$ cat src/rtl/dsp_csr_pkg.sv
package dsp_csr_pkg;
  localparam int ADDR_W = 5;
  localparam int CTRL_W = 6;
  localparam int N_STICKY = 3;

  typedef enum logic [2:0] {
    IDX_STAT = 3'd0,
    IDX_CTRL = 3'd1,
    IDX_FILL = 3'd2,
    IDX_RESP = 3'd3,
    IDX_SEQ  = 3'd4
  } reg_idx_e;

  // control bit positions
  localparam int C_STOP  = 0;
  localparam int C_RST   = 1;
  localparam int C_SOE   = 2;
  localparam int C_SOET  = 3;
  localparam int C_GIE   = 4;
  localparam int C_SDESC = 5;

  // sticky flag slots, mapped to status bits 7..9
  localparam int F_ERR   = 0;
  localparam int F_EARLY = 1;
  localparam int F_IRQ   = 2;
  localparam int S_STICKY_LO = 7;
endpackage

$ cat src/rtl/dsp_csr_ctrl.sv
module dsp_csr_ctrl
  import dsp_csr_pkg::*;
#(
  parameter int RST_CYCLES = 16
) (
  input  logic              clk_i,
  input  logic              rst_ni,
  input  logic              wr_i,
  input  logic [CTRL_W-1:0] wdata_i,
  output logic [CTRL_W-1:0] ctrl_o,
  output logic              resetting_o
);
  localparam int CNT_W = $clog2(RST_CYCLES + 1);

  logic [CNT_W-1:0]  cnt_q;
  logic [CTRL_W-1:0] ctrl_q;

  always_ff @(posedge clk_i or negedge rst_ni) begin
    if (!rst_ni) begin
      cnt_q  <= '0;
      ctrl_q <= '0;
    end else if (cnt_q != '0) begin
      cnt_q  <= cnt_q - 1'b1;
      ctrl_q <= '0;
    end else if (wr_i) begin
      if (wdata_i[C_RST]) begin
        cnt_q  <= CNT_W'(RST_CYCLES);
        ctrl_q <= '0;
      end else begin
        ctrl_q <= wdata_i & ~(CTRL_W'(1) << C_RST);
      end
    end
  end

  assign ctrl_o      = ctrl_q;
  assign resetting_o = (cnt_q != '0);
endmodule

$ cat src/rtl/dsp_csr_flags.sv
module dsp_csr_flags
  import dsp_csr_pkg::*;
#(
  parameter int ERR_W = 8
) (
  input  logic                clk_i,
  input  logic                rst_ni,
  input  logic                cmpl_valid_i,
  input  logic                cmpl_done_irq_i,
  input  logic [ERR_W-1:0]    cmpl_err_i,
  input  logic [ERR_W-1:0]    cmpl_err_irq_i,
  input  logic                cmpl_early_i,
  input  logic                cmpl_early_irq_i,
  input  logic                soe_i,
  input  logic                soet_i,
  input  logic [N_STICKY-1:0] clr_i,
  output logic [N_STICKY-1:0] flags_o
);
  logic [N_STICKY-1:0] set_v;

  always_comb begin
    set_v          = '0;
    set_v[F_ERR]   = cmpl_valid_i && (|cmpl_err_i) && soe_i;
    set_v[F_EARLY] = cmpl_valid_i && cmpl_early_i && soet_i;
    set_v[F_IRQ]   = cmpl_valid_i && (cmpl_done_irq_i
                                      || (|(cmpl_err_i & cmpl_err_irq_i))
                                      || (cmpl_early_i && cmpl_early_irq_i));
  end

  for (genvar k = 0; k < N_STICKY; k++) begin : g_sticky
    logic f_q;
    always_ff @(posedge clk_i or negedge rst_ni) begin
      if (!rst_ni) f_q <= 1'b0;
      else         f_q <= set_v[k] | (f_q & ~clr_i[k]);  // set wins over clear
    end
    assign flags_o[k] = f_q;
  end
endmodule

$ cat src/rtl/dsp_csr_rmux.sv
module dsp_csr_rmux
  import dsp_csr_pkg::*;
#(
  parameter int LVL_W = 16
) (
  input  logic [2:0]       idx_i,
  input  logic [9:0]       status_i,
  input  logic [CTRL_W-1:0] ctrl_i,
  input  logic [LVL_W-1:0] wr_fill_i,
  input  logic [LVL_W-1:0] rd_fill_i,
  input  logic [LVL_W-1:0] resp_fill_i,
  input  logic [LVL_W-1:0] wr_seq_i,
  input  logic [LVL_W-1:0] rd_seq_i,
  output logic [31:0]      rdata_o
);
  always_comb begin
    rdata_o = '0;
    case (reg_idx_e'(idx_i))
      IDX_STAT: rdata_o[9:0] = status_i;
      IDX_CTRL: rdata_o[CTRL_W-1:0] = ctrl_i;
      IDX_FILL: begin
        rdata_o[16 +: LVL_W] = wr_fill_i;
        rdata_o[0  +: LVL_W] = rd_fill_i;
      end
      IDX_RESP: rdata_o[0 +: LVL_W] = resp_fill_i;
      IDX_SEQ: begin
        rdata_o[16 +: LVL_W] = wr_seq_i;
        rdata_o[0  +: LVL_W] = rd_seq_i;
      end
      default: rdata_o = '0;
    endcase
  end
endmodule

$ cat src/rtl/dsp_csr.sv
module dsp_csr
  import dsp_csr_pkg::*;
#(
  parameter int RST_CYCLES = 16,
  parameter int LVL_W      = 16,
  parameter int ERR_W      = 8
) (
  input  logic              clk_i,
  input  logic              rst_ni,
  input  logic              we_i,
  input  logic [ADDR_W-1:0] addr_i,
  input  logic [31:0]       wdata_i,
  output logic [31:0]       rdata_o,
  input  logic              eng_busy_i,
  input  logic              dq_empty_i,
  input  logic              dq_full_i,
  input  logic              rq_empty_i,
  input  logic              rq_full_i,
  input  logic [LVL_W-1:0]  wr_fill_i,
  input  logic [LVL_W-1:0]  rd_fill_i,
  input  logic [LVL_W-1:0]  resp_fill_i,
  input  logic [LVL_W-1:0]  wr_seq_i,
  input  logic [LVL_W-1:0]  rd_seq_i,
  input  logic              cmpl_valid_i,
  input  logic              cmpl_done_irq_i,
  input  logic [ERR_W-1:0]  cmpl_err_i,
  input  logic [ERR_W-1:0]  cmpl_err_irq_i,
  input  logic              cmpl_early_i,
  input  logic              cmpl_early_irq_i,
  output logic              stop_o,
  output logic              reset_o,
  output logic              irq_o
);
  logic [2:0]          idx;
  logic                ctrl_we, stat_we, resetting;
  logic [CTRL_W-1:0]   ctrl_q;
  logic [N_STICKY-1:0] clr, flags_q;
  logic [9:0]          status;
  logic                unused_bits;

  assign idx     = addr_i[4:2];
  assign ctrl_we = we_i && (reg_idx_e'(idx) == IDX_CTRL);
  assign stat_we = we_i && (reg_idx_e'(idx) == IDX_STAT);
  assign clr     = stat_we ? wdata_i[S_STICKY_LO +: N_STICKY] : '0;
  assign unused_bits = ^{wdata_i[31:CTRL_W], addr_i[1:0]};

  dsp_csr_ctrl #(.RST_CYCLES(RST_CYCLES)) u_ctrl (
    .clk_i       (clk_i),
    .rst_ni      (rst_ni),
    .wr_i        (ctrl_we),
    .wdata_i     (wdata_i[CTRL_W-1:0]),
    .ctrl_o      (ctrl_q),
    .resetting_o (resetting)
  );

  dsp_csr_flags #(.ERR_W(ERR_W)) u_flags (
    .clk_i            (clk_i),
    .rst_ni           (rst_ni),
    .cmpl_valid_i     (cmpl_valid_i),
    .cmpl_done_irq_i  (cmpl_done_irq_i),
    .cmpl_err_i       (cmpl_err_i),
    .cmpl_err_irq_i   (cmpl_err_irq_i),
    .cmpl_early_i     (cmpl_early_i),
    .cmpl_early_irq_i (cmpl_early_irq_i),
    .soe_i            (ctrl_q[C_SOE]),
    .soet_i           (ctrl_q[C_SOET]),
    .clr_i            (clr),
    .flags_o          (flags_q)
  );

  assign stop_o  = ctrl_q[C_STOP] | ctrl_q[C_SDESC] | flags_q[F_ERR] | flags_q[F_EARLY];
  assign reset_o = resetting;
  assign irq_o   = flags_q[F_IRQ] & ctrl_q[C_GIE];

  assign status = {flags_q, resetting, stop_o & ~eng_busy_i,
                   rq_full_i, rq_empty_i, dq_full_i, dq_empty_i, eng_busy_i};

  dsp_csr_rmux #(.LVL_W(LVL_W)) u_rmux (
    .idx_i       (idx),
    .status_i    (status),
    .ctrl_i      (ctrl_q),
    .wr_fill_i   (wr_fill_i),
    .rd_fill_i   (rd_fill_i),
    .resp_fill_i (resp_fill_i),
    .wr_seq_i    (wr_seq_i),
    .rd_seq_i    (rd_seq_i),
    .rdata_o     (rdata_o)
  );
endmodule

$ cat config.mk
export PLATFORM = sky130hd
export DESIGN_NAME = dsp_csr
export DESIGN_NICKNAME = d
export VERILOG_FILES = /design/src/rtl/dsp_csr_pkg.sv /design/src/rtl/dsp_csr_ctrl.sv /design/src/rtl/dsp_csr_flags.sv /design/src/rtl/dsp_csr_rmux.sv /design/src/rtl/dsp_csr.sv
export SDC_FILE = /design/constraint.sdc
export NUM_CORES = 1
export LEC_CHECK = 0
export ABC_AREA = 1
export CAP_MARGIN = 10
export CORE_MARGIN = 2
export CORE_UTILIZATION = 27
export CTS_CLUSTER_DIAMETER = 150
export DETAILED_ROUTE_END_ITERATION = 8
export GPL_TIMING_DRIVEN = 1
export MAX_ROUTING_LAYER = met4
export PLACE_DENSITY = 0.94
export SYNTH_ARGS = -nofsm -noshare
export SYNTH_HDL_FRONTEND = slang
export SYNTH_SLANG_ARGS = --single-unit
$ cat constraint.sdc
create_clock -name clk_i -period 2.55 [get_ports clk_i]
set_input_delay 0.765 -clock clk_i [delete_from_list [all_inputs] [get_ports clk_i]]
set_output_delay 0.765 -clock clk_i [all_outputs]
set_load 0.02 [all_outputs]
==> impl_metrics.py <==
metrics = {
    "place": {
        "place_congestion": 0.935,
        "placed_cell_area_um2": 3020,
        "numPortBuffers": 154,
        "dp_hpwl_um": 5120,
    },
    "floorplan": {
        "fp.dieH_um": 74.0,
        "die_x_um": 74.0,
        "core_um2": 4720,
        "start_util": 0.280,
        "io_pins": 180,
        "fp-row-count": 25,
        "die_area_um2": 5470,
    },
    "layout": {
        "final_cell_area_um2": 3180,
        "area_growth_pct": 141,
        "layout.cells.most_common_list": "clkdlybuf4s50_1, nand2_1, buf_2",
        "final_nets": 547,
        "layout_commonest_cell": "clkdlybuf4s50_1",
        "diodes": 0,
        "drive_gt1_frac": 0.200,
        "final_core_util": 0.673,
    },
    "timing": {
        "post-route-period-util": 0.975,
        "period_minus_slack_ps": 2490,
        "slew_viol_final": 0,
        "setup_violations": 0,
        "worstMarginPinSlew_ps": 579,
        "slew_headroom": 0.613,
        "final-hold-violation-count": 0,
        "fin_tns_setup_ps": 0,
        "fmax_mhz": 402,
        "rsz0062_at_grt": "yes",
        "fin_skew_ps": 2.90,
    },
    "clock_network": {
        "insertion_delay_ps": 240,
        "cts_tree": "done",
        "cts_max_level": 1,
        "clockRootBuffer": "clkbuf_8",
        "cts_hold_buf": 0,
        "path_clk_slew_ps": 50,
        "clock_sinks": 13,
        "cts_buffers": 3,
        "cts_buffer_depth": 2,
    },
    "global_route": {
        "grt-ovfl-total": 0,
        "grt_usage": 0.243,
        "grt_pass1_wl_um": 10100,
        "grt_pass1_vias": 2175,
        "antenna_found_initial": 0,
        "grt_start_max_net_pins": 17,
    },
    "setup_path": {
        "crit_chain": "buf_6, nor3_4, buf_6, buf_16, nand2_1, nand2_1, nor2_1, nand2_1, buf_6",
        "arrival_ps": 1720,
        "path_max_fanout": 16,
        "slowest_delay_ps": 230,
        "start_kind": "primary input",
        "path_class": "primary input to output pin",
        "crit_path_end_kind": "output pin",
        "cpLargestDelayFamily": "buffers and inverters",
        "cp.required_ps": 1790,
        "cp_slowest_cell": "nor3_4",
        "crit_buf_inv": 4,
    },
    "yosys": {
        "yosys.cell_types.count": 18,
        "ys_seq_area_frac": 0.246,
        "synthesis.area_um2": 1320,
        "synthFlopType": "dfrtp_1",
        "syn-instance-count": 227,
        "syn_area_per_cell_um2": 5.82,
        "async_reset_ff_frac": 1.00,
        "ys_ff_latch": 13,
        "syn_nets": 373,
        "synth-edff-count": 0,
        "ys_warn_count": 0,
    },
    "pwr": {
        "ir_worst_vdd_v": 0.000362,
        "leakage_nw": 1.57,
        "finalPower_w": 0.00108,
        "powerDensity_nw_per_um2": 340,
    },
    "status": {
        "status": "complete, no violations",
    },
    "route": {
        "vias": 2157,
        "wl_per_cell_um": 14.2,
        "via_per_inst": 4.62,
        "drt_iter0_markers": 91,
        "routed_wl_um": 6640,
        "ant_nets": 0,
        "drc": 0,
        "drt_pass1_iterations": 4,
    },
    "worst_hold_path": {
        "hp-class": "flip-flop to flip-flop",
    },
    "job": {
        "maxCapViolations": 0,
    },
}
## repair_timing
item | 4_1_cts | 5_1_grt
endpoints found under the setup margin | 33 | 23
pin swaps | 9 | 4
gates resized for setup | 193 | 10
buffers inserted | 6 | 1
endpoints found under the hold margin | 0 | 0
gates cloned | 4 | 2
## final cells by class
class                           count  area, um2
Clock buffer                        3       41.3
Clock inverter                      1       5.00
Fill cell                         407       1550
Inverter                           17       63.8
Multi-Input combinational cell    189        958
Sequential cell                    13        325
Tap cell                           67       83.8
Timing Repair Buffer              177       1700
## metrics by stage
stage / hold WS [ps] / setup WS, ps / cells
2_1_floorplan: 463 / 244 / 227
3_3_place_gp: 485 / -827 / 452
3_5_place_dp: 508 / -897 / 452
4_1_cts: 521 / 20.0 / 466
5_1_grt: 551 / -30.1 / 467
6_report: 519 / 62.9 / 467
## logic make-up after synthesis
kind of cell	after synthesis	share of synthesized area
AND/OR/NAND/NOR	170	0.547
buffers and inverters	25	0.0805
AO/OA/AOI/OAI	17	0.110
flip-flops	13	0.246
XOR/XNOR	1	0.00663
adder cells (fa/ha/maj)	1	0.00947
## worst min-delay path, delay by kind of cell, from the launching register on
| family | cells | cell delay, ps |
|---|---|---|
| flops | 1 | 370 |
| simple gates | 2 | 110 |
## path summary, 6_finish.rpt
kind                       cells past startpoint  slack, ps          endpoint             from
setup / recovery                               9         60        rdata_o[4]        addr_i[2]
hold / removal                                 2        520   u_ctrl.cnt_q[0]  u_ctrl.cnt_q[0]
setup reg to reg                               8       1000  u_ctrl.ctrl_o[0]  u_ctrl.cnt_q[0]
hold reg to reg                                2        520   u_ctrl.cnt_q[0]  u_ctrl.cnt_q[0]
max in group asynchronous                      1       1270   u_ctrl.cnt_q[2]           rst_ni
min in group asynchronous                      1        900   u_ctrl.cnt_q[3]           rst_ni
## synthesized netlist by cell type (all sizes together) (2+ instances only)
cell type  instances  area (um2)
nand3             19        95.1
nand4             13        81.3
a22o              16         140
nor3               4        30.0
or2                2        12.5
inv               17        63.8
buf                8        42.5
nor2              14        57.6
nand2            117         439
dfrtp             13         325
## sequential cells by signal, indices dropped and copies added, names as in the netlist
register              cells
u_ctrl.cnt_q              5
u_ctrl.ctrl_o             5
u_flags.g_sticky.f_q      3
## metal layers
metal | part of all wire | track usage
met5 | 0 | -
met4 | 0.029 | 0.0848
met3 | 0.079 | 0.0447
met2 | 0.53 | 0.448
met1 | 0.37 | 0.259
## power by group
| part | switching (W) | internal (W) |
|---|---|---|
| clock | 0.0000722 | 0.000108 |
| combinational | 0.000272 | 0.000344 |
| sequential | 0.0000346 | 0.000248 |
Power figures use the tool's default switching activity.
